[config.mk]
export PLATFORM = sky130hd
export DESIGN_NAME = credit_gate
export DESIGN_NICKNAME = d
export VERILOG_FILES = /design/src/rtl/credit_gate.sv
export SDC_FILE = /design/constraint.sdc
export NUM_CORES = 1
export LEC_CHECK = 0
export ABC_AREA = 0
export ABC_CLOCK_PERIOD_IN_PS = 1500
export BUFFER_PORTS_ARGS = -buffer_cell sky130_fd_sc_hd__buf_2
export CAP_MARGIN = 20
export CORE_MARGIN = 2
export CORE_UTILIZATION = 37
export CTS_CLUSTER_DIAMETER = 30
export CTS_CLUSTER_SIZE = 28
export DETAILED_ROUTE_END_ITERATION = 10
export PLACE_DENSITY = 0.85
export SYNTH_ARGS = -nofsm -noshare
export SYNTH_HDL_FRONTEND = slang
export SYNTH_SLANG_ARGS = --single-unit
[constraint.sdc]
create_clock -name clk -period 1.5 [get_ports clk]
set_clock_uncertainty 0.05 [all_clocks]
set_input_delay 0.225 -clock clk [delete_from_list [all_inputs] [get_ports clk]]
set_output_delay 0.225 -clock clk [all_outputs]
set_load 0.05 [all_outputs]
[src/rtl/credit_gate.sv]
module credit_gate #(
  parameter int ADDR_W    = 32,
  parameter int NUM_RULES = 2,
  parameter logic [NUM_RULES*ADDR_W-1:0] RULE_BASE = {32'h4000_0000, 32'h4000_1000},
  parameter logic [NUM_RULES*ADDR_W-1:0] RULE_MASK = {32'hFFFF_0000, 32'hFFFF_F000},
  parameter int CREDITS   = 4,
  parameter int PERIOD    = 256
) (
  input  logic              clk,
  input  logic              rst_n,
  input  logic [ADDR_W-1:0] up_addr,
  input  logic              up_valid,
  output logic              up_ready,
  output logic [ADDR_W-1:0] dn_addr,
  output logic              dn_valid,
  input  logic              dn_ready
);
  localparam int CW    = $clog2(CREDITS + 1);
  localparam int PER_W = (PERIOD > 1) ? $clog2(PERIOD) : 1;
  localparam int SEL_W = (NUM_RULES > 1) ? $clog2(NUM_RULES) : 1;
  localparam logic [CW-1:0] FULL = CW'(CREDITS);

  logic [NUM_RULES-1:0] hit, empty, charge;
  logic [SEL_W-1:0]     sel;
  logic                 any_hit, stall, fire, tick;
  logic [PER_W-1:0]     tmr;

  always_comb begin
    sel     = '0;
    any_hit = 1'b0;
    for (int i = NUM_RULES - 1; i >= 0; i--)
      if (hit[i]) begin
        sel     = SEL_W'(i);
        any_hit = 1'b1;
      end
  end

  assign stall    = any_hit & empty[sel];
  assign dn_addr  = up_addr;
  assign dn_valid = up_valid & ~stall;
  assign up_ready = dn_ready & ~stall;
  assign fire     = up_valid & up_ready;
  assign tick     = (tmr == PER_W'(PERIOD - 1));

  always_ff @(posedge clk)
    if (!rst_n || tick) tmr <= '0;
    else                tmr <= tmr + 1'b1;

  for (genvar g = 0; g < NUM_RULES; g++) begin : g_rule
    logic [CW-1:0] cr;
    assign hit[g]    = ((up_addr ^ RULE_BASE[g*ADDR_W +: ADDR_W]) & RULE_MASK[g*ADDR_W +: ADDR_W]) == '0;
    assign empty[g]  = (cr == '0);
    assign charge[g] = fire & any_hit & (sel == SEL_W'(g));
    always_ff @(posedge clk)
      if (!rst_n)         cr <= FULL;
      else if (tick)      cr <= charge[g] ? FULL - 1'b1 : FULL;
      else if (charge[g]) cr <= cr - 1'b1;
  end
endmodule

==> metrics <==
worst slew pin tran=around 0.3 ns; count of buffer and inverter cells on the critical path=2; Post-DRT Antenna Nets=0; post-synth top area cell=dfxtp_1; Reg2Reg Depth=10; failing checks=DRC, setup timing; GRT Total Usage=16.41%; Sw Share=between 30% and 40%; fin crit share=118.6%; fmax=~0.56 GHz; combinational power share=about 30%; Critical Path Max Stage Delay=between 0.3 and 0.4 ns; Port Buffers=45; min setup slack post-route=-0.2795 ns; layout cells sized above 1=around three fifths; Reg area=around 290 sq um; Reg2Reg Capture Point=g_rule[1].cr[2]; Filler Cell Count=247; PD cells=approximately 570 nW/um^2; Sink Count=14; status=complete, but fails checks; Sequential Power Share=~45%; CTS tree=yes; Synth Flop Type=dfxtp_1; synthesis-to-layout area growth=34.42%; post-route cell area=1495 sq um; Slew HR=roughly four fifths; Ports=70; Max IR drop VDD=between 200 and 250 uV; global-route wire length before repair=about 4.5 mm; die height=58.83 microns; register-to-register path setup slack=-0.22 ns; Mapped Nets=172; Post-Syn Area=~1100 sq um; vias=about 1100; post-synth top area share=between 20 and 30%; syn_area_per_cell=approximately 8.5 sq um; Worst setup endpoint=dn_valid; crit-path max FO=3; setup TNS=-0.7840 ns; Syn Inst Count=around 130; instance count on the critical path=7; setup repair after global routing missed its margin=yes; placed cell area=around 1300 sq um; critical path class=flip-flop to primary output; # DRC=3; critical path's slowest cell=dfxtp_2; CP Cell Sequence=inv_2 > ha_4 > nand2b_4 > mux2i_1 > and3_4 > nor2b_4 > buf_8; total power=0.0008486 W; switching power=between 0.0002 and 0.0003 W; hold path start=rst_n; Die Area=approximately 3500 sq um; Initial DRT Pass Iterations=7; number of enable flip-flop cells after synthesis=0; internal power=0.0005558 W; initial antenna violation count=0; Leakage=0.6658 nW; die span in x=around 60 microns; Antenna diodes=0; CTS Buf Count=3; post-synth cell types=34; Setup crit end kind=primary output; core area=between 2000 and 3000 sq um; cell family with most CP delay=simple AND/OR/NAND/NOR gates; dpl hpwl=approximately 1.8 mm; most frequent cells in the layout=buf_2, buf_4, dfxtp_1; commonest non-fill, non-tap cell in the layout=buf_2; Multi-input gate area=684.4 sq um; Worst setup SP type=flip-flop; number of synthesized register bits=14; Routed wire per std cell=roughly 13 microns; top post-synthesis cells by area=dfxtp_1, buf_4, ha_1; R2R Path Start=g_rule[1].cr[0]; Final Wtd Congestion=between 0.7 and 0.8; Placed Cells=195; crit path launch=g_rule[0].cr[0]; min-delay worst type=input port to flip-flop; final-report setup violation count=4; CTS H-Tree Depth=1; Post-synth ARST share=0%; Max Transition Viols Final=0; worst-skew pair later-pin latency=approximately 0.28 ns; Final Non-Filler Cells=slightly above 200; CP required=approximately 1.2 ns; GR Overflow Total=0; fin crit period=approximately 1.8 ns; Max clock buf depth=2; Fin. Hold Viols=0; Vias per Instance=between 5 and 6; Rows=19; Syn. warnings=0; CP arrival=around 1.5 ns; Max-cap violations=0; largest net degree at the start of global routing=9; Post-Route WL=~2.7 mm; Util after Layout=between 50% and 60%; initial DRC count=29; Final #Nets=about 220; hold depth=2; initial core utilization=just under 40%; Clock transition at path regs=~0.080 ns; sequential area share after synthesis=around a quarter; Clk pwr share=24.8%; vias in the first global route=between 1000 and 1500; Root Buffer=clkbuf_4
==> worst min-delay path by stage <==
stage	to	slack, ns
2_1_floorplan	g_rule[0].cr[2]	0.25
3_3_place_gp	dn_addr[1]	0.40
3_5_place_dp	dn_addr[1]	0.40
4_1_cts	g_rule[0].cr[2]	0.15
5_1_grt	g_rule[0].cr[2]	0.16
6_report	g_rule[0].cr[2]	0.14
==> per-layer routing <==
metal | global-route usage [%] | vias to the layer above | share of wire (%)
met3 | 2.198 | 10 | 5.4
li1 | - | 521 | -
met5 | 0 | - | 0
met2 | 27.46 | 42 | 51
met4 | 10.71 | 0 | 2.9
met1 | 19.49 | 485 | 41
==> state kept, by name (all words and copies together) (netlist names) <==
signal / cells
g_rule.cr: 6
tmr: 8
==> through the flow <==
stage          setup slack, ns  hold slack, ns
6_report               -0.2795          0.1373
5_1_grt                -0.2984          0.1625
4_1_cts                -0.2651          0.1456
3_5_place_dp           -0.1803          0.4004
3_3_place_gp           -0.1411          0.4004
2_1_floorplan        -0.001589          0.2512
==> power groups by stage <==
stage / Combinational (W) / Sequential, W / Clock, W
floorplan: 0.000271 / 0.000392 / 0
global placement: 0.000242 / 0.000392 / 0
detailed placement: 0.000244 / 0.000392 / 0
CTS: 0.000252 / 0.000383 / 0.000209
global route: 0.000267 / 0.000386 / 0.000222
finish: 0.000254 / 0.000385 / 0.000210
==> area by class of cell <==
class	count	area share, %
inverter	5	1.255
clock buffer	3	1.506
timing repair buffer	72	29.71
multi-input combinational	79	45.77
sequential	14	19.16
tap	31	2.594
==> cells in the mapped netlist (3+ instances only) <==
| master | number |
|---|---|
| and3_1 | 4 |
| o21ai_0 | 5 |
| inv_1 | 5 |
| nor4_1 | 6 |
| a21oi_1 | 5 |
| nor2b_1 | 3 |
| and2_1 | 4 |
| dfxtp_1 | 14 |
| xnor2_1 | 3 |
| nand2_1 | 3 |
| nor2_1 | 7 |
| nand3_1 | 6 |
| buf_4 | 32 |
| ha_1 | 5 |
==> worst register-to-register path, delay by kind of cell, from the launching register on <==
family | cells | cell delay (ns)
DFF | 1 | 0.34
buffers and inverters | 6 | 0.67
and+or+nand+nor | 1 | 0.15
AOI/OAI and AO/OA | 2 | 0.31
adders and majority gates | 1 | 0.15
==> cell families after synthesis <==
| group | synth area share (%) |
|---|---|
| adder cells (fa/ha/maj) | 5.624 |
| multiplexers | 0.8999 |
| XOR/XNOR | 3.938 |
| AO/OA/AOI/OAI | 13.16 |
| AND/OR/NAND/NOR | 27.45 |
| buffers and inverters | 23.73 |
| flip-flops | 25.20 |
==> repair_timing <==
action,CTS,global route
resized for setup,23,14
setup buffers,5,1
setup endpoints to repair,4,9
hold buffers,0,0
pin swaps,4,7
No activity file was read; power rests on OpenSTA's default activity.
